`src/rtl/eth_tx16_seq.sv`:
```
module eth_tx16_seq (
  input  logic        clk,
  input  logic        rst,
  input  logic [7:0]  src_data,
  input  logic        src_valid,
  input  logic        src_last,
  output logic        src_ready,
  input  logic        mac_ack,
  output logic [15:0] tx_data,
  output logic        tx_dv,
  output logic        tx_dv_hi,
  output logic        tx_first,
  output logic        tx_underrun
);

  logic        phase, sending, out_last, ack_seen, drop_r;
  logic [15:0] stg, stg_n;
  logic [1:0]  stg_cnt, cnt_n;
  logic        stg_end, end_n;

  wire wb   = phase;
  assign src_ready = drop_r | (stg_cnt != 2'd2 && !stg_end);
  wire take = src_valid & src_ready & !drop_r;

  always_comb begin
    stg_n = stg;
    cnt_n = stg_cnt;
    end_n = stg_end;
    if (take) begin
      if (stg_cnt == 2'd0) stg_n[7:0] = src_data;
      else                 stg_n[15:8] = src_data;
      cnt_n = stg_cnt + 2'd1;
      end_n = src_last;
    end
  end

  wire word_rdy = (cnt_n == 2'd2) || end_n;
  wire hold     = tx_first & !(ack_seen | mac_ack);
  wire adv      = sending & !hold & !out_last;
  wire load     = wb & word_rdy & (!sending | adv);
  wire under    = wb & adv & !word_rdy;
  wire finish   = wb & sending & !hold & out_last;

  always_ff @(posedge clk) begin
    if (rst) begin
      phase       <= 1'b0;
      sending     <= 1'b0;
      out_last    <= 1'b0;
      ack_seen    <= 1'b0;
      drop_r      <= 1'b0;
      stg         <= '0;
      stg_cnt     <= '0;
      stg_end     <= 1'b0;
      tx_data     <= '0;
      tx_dv       <= 1'b0;
      tx_dv_hi    <= 1'b0;
      tx_first    <= 1'b0;
      tx_underrun <= 1'b0;
    end else begin
      phase <= ~phase;

      if (load | under) begin
        stg     <= '0;
        stg_cnt <= '0;
        stg_end <= 1'b0;
      end else begin
        stg     <= stg_n;
        stg_cnt <= cnt_n;
        stg_end <= end_n;
      end

      if (under)
        drop_r <= 1'b1;
      else if (drop_r && src_valid && src_last)
        drop_r <= 1'b0;

      if (wb)
        ack_seen <= 1'b0;
      else if (sending && tx_first && mac_ack)
        ack_seen <= 1'b1;

      if (wb)
        tx_underrun <= under;

      if (load) begin
        tx_data  <= {(cnt_n == 2'd2) ? stg_n[15:8] : 8'h00, stg_n[7:0]};
        tx_dv    <= 1'b1;
        tx_dv_hi <= (cnt_n == 2'd2);
        tx_first <= !sending;
        out_last <= end_n;
        sending  <= 1'b1;
      end else if (under | finish) begin
        tx_data  <= '0;
        tx_dv    <= 1'b0;
        tx_dv_hi <= 1'b0;
        tx_first <= 1'b0;
        out_last <= 1'b0;
        sending  <= 1'b0;
      end
    end
  end

endmodule

```
`config.mk`:
```
export PLATFORM = sky130hd
export DESIGN_NAME = eth_tx16_seq
export DESIGN_NICKNAME = d
export VERILOG_FILES = /design/src/rtl/eth_tx16_seq.sv
export SDC_FILE = /design/constraint.sdc
export NUM_CORES = 1
export LEC_CHECK = 0
export ABC_AREA = 1
export BUFFER_PORTS_ARGS = -buffer_cell sky130_fd_sc_hd__buf_2
export CAP_MARGIN = 15
export CELL_PAD_IN_SITES_DETAIL_PLACEMENT = 0
export CELL_PAD_IN_SITES_GLOBAL_PLACEMENT = 1
export CORE_ASPECT_RATIO = 0.6
export CORE_MARGIN = 2
export CORE_UTILIZATION = 43
export CTS_CLUSTER_DIAMETER = 200
export DETAILED_ROUTE_END_ITERATION = 8
export GPL_TIMING_DRIVEN = 0
export PLACE_DENSITY_LB_ADDON = 0.1
export SETUP_SLACK_MARGIN = 0.15
export SYNTH_ARGS = -nofsm -noshare
export SYNTH_HDL_FRONTEND = slang
export SYNTH_SLANG_ARGS = --single-unit
```
`constraint.sdc`:
```
create_clock -name clk -period 2.91 [get_ports clk]
set_clock_uncertainty 0.1 [all_clocks]
set_input_delay 0.1455 -clock clk [delete_from_list [all_inputs] [get_ports clk]]
set_output_delay 0.1455 -clock clk [all_outputs]
set_load 0.05 [all_outputs]
```
After elaboration in Yosys (flattened, before gate mapping)
Index checks and enable logic that the tools add are counted.
{ "op_classes": {"addsub": 1, "n_eq_ne": 2, "n_mux": 15, "bitwise_logic": 18, "reduce_logical": 18} }
{ "ops": {"columns": ["op", "n"], "rows": [
  ["two-way mux 16 bit", 3],
  ["two-way mux 8 bit", 3],
  ["bitwise AND 1 bit", 12],
  ["two-way mux 1 bit", 8],
  ["zero test 1 bit", 7],
  ["logical AND 1 bit", 5],
  ["OR 1 bit", 5],
  ["nonzero test 2 bit", 2],
  ["OR reduction 2 bit", 2],
  ["adder 2 x 1 -> 2 bit, second input constant", 1],
  ["== test 2 bit, second input constant", 1],
  ["zero test 2 bit", 1],
  ["two-way mux 2 bit", 1],
  ["inequality test 2 bit, second input constant", 1],
  ["logical OR 1 bit", 1],
  ["NOT 1 bit", 1]
]} }
{ "word_totals": {"register_bits": 43, "input_bits": 13, "wordCells": 66} }

Longest topological paths before layout
{ "depth": {"word_depth": 13, "depth_mapped": 13} }

Least setup slack after synthesis
No wires, ideal clock.
{ "synth_timing": {"path_kind": "reg2reg", "from": "reg stg_cnt[0]", "to": "reg stg[14]", "setup_ns": 0.122, "arrival_time_ns": 1.650, "setup_slack_ns": 1.038, "stages_incl_launch_ff": 13, "path_buffers": 2, "period_less_slack_ns": 1.872, "path_cell_list": "dfxtp_1 > inv_1 > ha_1 > nor2_2 > buf_6 > nand3_1 > nand2_2 > nand2_2 > nand2_2 > nand3_2 > nand3b_4 > buf_6 > nor2_2"} }
{ "synth_between": {"elab_chain_len": 12} }
{ "synth_lines": {"columns": ["item", "line_no", "text"], "rows": [
  ["from (decl)", "18", "logic [1:0] stg_cnt, cnt_n;"],
  ["from (signal assigned)", "68", "stg_cnt <= cnt_n;"],
  ["inequality test 2 bit", "22", "assign src_ready = drop_r | (stg_cnt != 2'd2 && !stg_end);"],
  ["logical AND 1 bit", "22", null],
  ["OR 1 bit", "22", null],
  ["bitwise AND 1 bit (2 in a row)", "23", "wire take = src_valid & src_ready & !drop_r;"],
  ["two-way mux 2 bit", "29", "if (take) begin"],
  ["== test 2 bit", "37", "wire word_rdy = (cnt_n == 2'd2) || end_n;"],
  ["logical OR 1 bit", "37", null],
  ["bitwise AND 1 bit / zero test 1 bit (equally long branches)", "40, 41", null],
  ["bitwise AND 1 bit (on tied branches)", "40, 41", null],
  ["OR 1 bit", "62", "if (load | under) begin"],
  ["OR reduction 2 bit (no line)", null, null],
  ["to (signal assigned)", "67", "stg <= stg_n;"],
  ["to (decl)", "17", "logic [15:0] stg, stg_n;"]
]} }
Parallel ways exist; a longest one is shown, timed or not.
A chain may end at the register's enable or synchronous reset.

Final worst setup path
Same ends and word-level chain as after synthesis.

==> results.sh <==
export IMPL_sequentialPowerShare_pct=40.9
export IMPL_intPower_mw=1.10
export IMPL_netSwitchingPower_mw=0.499
export IMPL_power_switching_share_pct=31.2
export IMPL_gr_usage_all_layers_pct=19.9
export IMPL_synth_distinct_cells=25
export IMPL_final_hold_worst_slack_ns=0.103
export IMPL_clkLatencyLatePin_ns=0.30
export IMPL_clkSinkCount=43
export IMPL_clkTransAtPathRegs_ns=0.08
export IMPL_fmaxAchievable_mhz=463
export IMPL_num_nets_final=310
export IMPL_leakage_nw=0.966
export IMPL_tightest_slew_ns=0.489
export IMPL_synth_seq_cells=43
export IMPL_crit_type="reg -> reg"
export IMPL_hold_viol=0
export IMPL_report_power_total_mw=1.60
export IMPL_dpl_instance_area_sq_um=2220
export IMPL_clock_root_buffer="sky130_fd_sc_hd__clkbuf_8"
export IMPL_final_max_slew_violation_count=0
export IMPL_grt_remaining_overflow=0
export IMPL_n_antenna_cell=0
export IMPL_nFillCells=456
export IMPL_rsz0062_at_grt="false"
export IMPL_final_period_utilization_pct=74.2
export IMPL_floorplan_die_height_um=56.5
export IMPL_tritoncts="yes"
export IMPL_mostFrequentLayoutCell="sky130_fd_sc_hd__dfxtp_1"
export IMPL_synth_yosys_warnings=0
export IMPL_worstSetupEndpointType="register"
export IMPL_routed_via_count=1803
export IMPL_vias_in_the_first_global_route=1691
export IMPL_dieArea_sq_um=5170
export IMPL_yosysSeqAreaShare_pct=43.6
export IMPL_drt_iter0_drc=67
export IMPL_final_period_minus_worst_setup_slack_ns=2.16
export IMPL_initial_utilization_pct=44.0
export IMPL_drt_total_wl_um=4770
export IMPL_maximum_number_of_pins_on_one_net_before_global_route_repair=14
export IMPL_io_pins=34
export IMPL_dpl_hpwl_um=3550
export IMPL_max_cap_violations=0
export IMPL_h_tree_levels=2
export IMPL_synthesis_area_sq_um=1980
export IMPL_clk_path_buf_depth=2
export IMPL_core_area_sq_um=4490
export IMPL_outcome="finished, final reports clean"
export IMPL_placement_io_buffers=33
export IMPL_detailedRoute_firstPassIterationCount=4
export IMPL_synth_nets=269
export IMPL_power_per_cell_area_nw_per_um2=676
export IMPL_tritoncts_buffers=5
export IMPL_synth_area_per_cell_sq_um=7.78
export IMPL_relSlewSlack_pct=67.4
export IMPL_gpl_final_weighted_congestion=0.761
export IMPL_grt_first_pass_wirelength_um=8070
export IMPL_startpoint_type_of_the_worst_setup_path="register"
export IMPL_core_rowCount=19
export IMPL_area_growth_pct=19.6
export IMPL_final_cell_area_sq_um=2360
export IMPL_largestRegisters="stg (16), tx_data (16), stg_cnt (2)"
export IMPL_synthCells=254
export IMPL_layout_common_cells="43 x sky130_fd_sc_hd__dfxtp_1, 35 x sky130_fd_sc_hd__buf_2, 33 x sky130_fd_sc_hd__nand2_1"
export IMPL_remaining_drc_errors=0
export IMPL_crit_fanout=10
export IMPL_cts_resized_gates=0
export IMPL_timing_critical_path_required_ns=3.05
export IMPL_layout_drive_gt1_share_pct=25.3
export IMPL_worst_endpoint_arrival_ns=2.30
export IMPL_finalSetupViolCount=0
export IMPL_totalNegativeSetupSlack_ns=0
export IMPL_min_path_type="in -> reg"
export IMPL_power_frac_clock_pct=35.0
export IMPL_route_antenna_remaining_nets=0
export IMPL_grt_antenna_before_repair=0
export IMPL_max_vdd_ir_drop_mv=0.280
export IMPL_number_of_vias_per_cell_after_detailed_routing=5.02
export IMPL_detail_route_wl_per_cell_um=13.3
export IMPL_die_width_um=91.5
export IMPL_comb_power_share_pct=24.2
==> final timing paths <==
| check | startpoint | to | slack, ns | cells after the start |
|---|---|---|---|---|
| worst max-delay path | stg_cnt[0]$_SDFF_PP0_ | stg[14]$_SDFF_PP0_ | 0.75 | 12 |
| worst min-delay path | mac_ack | ack_seen$_SDFFE_PP0P_ | 0.10 | 3 |
| worst max register to register | stg_cnt[0]$_SDFF_PP0_ | stg[14]$_SDFF_PP0_ | 0.75 | 12 |
| worst min register to register | tx_dv_hi$_SDFFE_PP0P_ | tx_dv_hi$_SDFFE_PP0P_ | 0.38 | 2 |
==> cells by family after synthesis <==
| family | count (synthesis) | synth area share (%) |
|---|---|---|
| buffers and inverters | 43 | 11.0 |
| AO/OA/AOI/OAI | 42 | 11.1 |
| AND/OR/NAND/NOR | 124 | 33.1 |
| flip-flops | 43 | 43.6 |
| adder cells (fa/ha/maj) | 2 | 1.27 |
==> through the flow <==
stage                     cells  worst slack [ns]  utilization [%]
final                       359             0.752             52.6
after global placement      350             0.771             49.4
after CTS                   359             0.730             52.6
after floorplan             254              1.04                -
after global routing        359             0.585             52.6
after detailed placement    350             0.764             49.4
==> power groups by stage <==
| stage | registers [mW] | logic [mW] | clock network (mW) |
|---|---|---|---|
| floorplan | 0.694 | 0.267 | 0 |
| global placement | 0.666 | 0.385 | 0 |
| detailed placement | 0.667 | 0.387 | 0 |
| CTS | 0.653 | 0.390 | 0.569 |
| global route | 0.658 | 0.435 | 0.587 |
| finish | 0.653 | 0.386 | 0.559 |
==> cell type report <==
class	instances	area (sq um)	share of cell area, %
repair buffers	34	175	7.42
plain buffers	16	115	4.87
clock inverters	2	60.1	2.54
multi-input cells	168	898	38.0
inverters	27	101	4.29
well taps	63	78.8	3.34
flip-flops and latches	43	861	36.4
clock buffers	6	72.6	3.07
==> what timing repair did <==
| action | 4_1_cts | 5_1_grt |
|---|---|---|
| setup buffers | 0 | 0 |
| hold buffers | 1 | 0 |
| endpoints found under the hold margin | 1 | 0 |
==> cell usage after synthesis <==
master / number / share of area, %
sky130_fd_sc_hd__nor2_1: 20 / 3.8
sky130_fd_sc_hd__nand3b_4: 1 / 1.0
sky130_fd_sc_hd__nand3_2: 2 / 1.0
sky130_fd_sc_hd__a21oi_1: 22 / 5.6
sky130_fd_sc_hd__buf_6: 5 / 2.8
sky130_fd_sc_hd__o21bai_2: 1 / 0.57
sky130_fd_sc_hd__clkbuf_1: 5 / 0.95
sky130_fd_sc_hd__nor2_2: 11 / 3.5
sky130_fd_sc_hd__nand4_1: 25 / 7.9
sky130_fd_sc_hd__buf_4: 4 / 1.5
sky130_fd_sc_hd__nand2_4: 1 / 0.57
sky130_fd_sc_hd__nand2_1: 33 / 6.3
sky130_fd_sc_hd__nor2_4: 2 / 1.1
sky130_fd_sc_hd__buf_2: 2 / 0.51
sky130_fd_sc_hd__and3_1: 1 / 0.32
sky130_fd_sc_hd__or2_2: 1 / 0.32
sky130_fd_sc_hd__nand3_1: 22 / 5.6
sky130_fd_sc_hd__inv_1: 25 / 4.7
sky130_fd_sc_hd__nand3b_1: 2 / 0.76
sky130_fd_sc_hd__nand2_2: 3 / 0.95
sky130_fd_sc_hd__ha_1: 2 / 1.3
sky130_fd_sc_hd__o21a_1: 1 / 0.38
sky130_fd_sc_hd__dfxtp_1: 43 / 44
sky130_fd_sc_hd__o21ai_0: 18 / 4.6
sky130_fd_sc_hd__inv_2: 2 / 0.38
==> metal layers <==
layer | GRT usage (%) | part of all wire, % | vias to the layer above
li1 | - | - | 931
met1 | 29.5 | 54 | 838
met2 | 29.2 | 41 | 27
met3 | 4.97 | 3.7 | 7
met4 | 4.55 | 0.78 | 0
met5 | 0 | 0 | -
==> critical path: stages, from the launching register on <==
cell and delay (ns):
sky130_fd_sc_hd__dfxtp_1 0.33, sky130_fd_sc_hd__inv_1 0.07, sky130_fd_sc_hd__ha_1 0.22, sky130_fd_sc_hd__nor2_2 0.19
sky130_fd_sc_hd__buf_6 0.17, sky130_fd_sc_hd__nand3_1 0.10, sky130_fd_sc_hd__nand2_1 0.11, sky130_fd_sc_hd__nand2_2 0.09
sky130_fd_sc_hd__buf_6 0.15, sky130_fd_sc_hd__nand3_2 0.13, sky130_fd_sc_hd__nand3b_4 0.17, sky130_fd_sc_hd__buf_6 0.20
sky130_fd_sc_hd__nor2_2 0.08
Power figures use the tool's default switching activity.
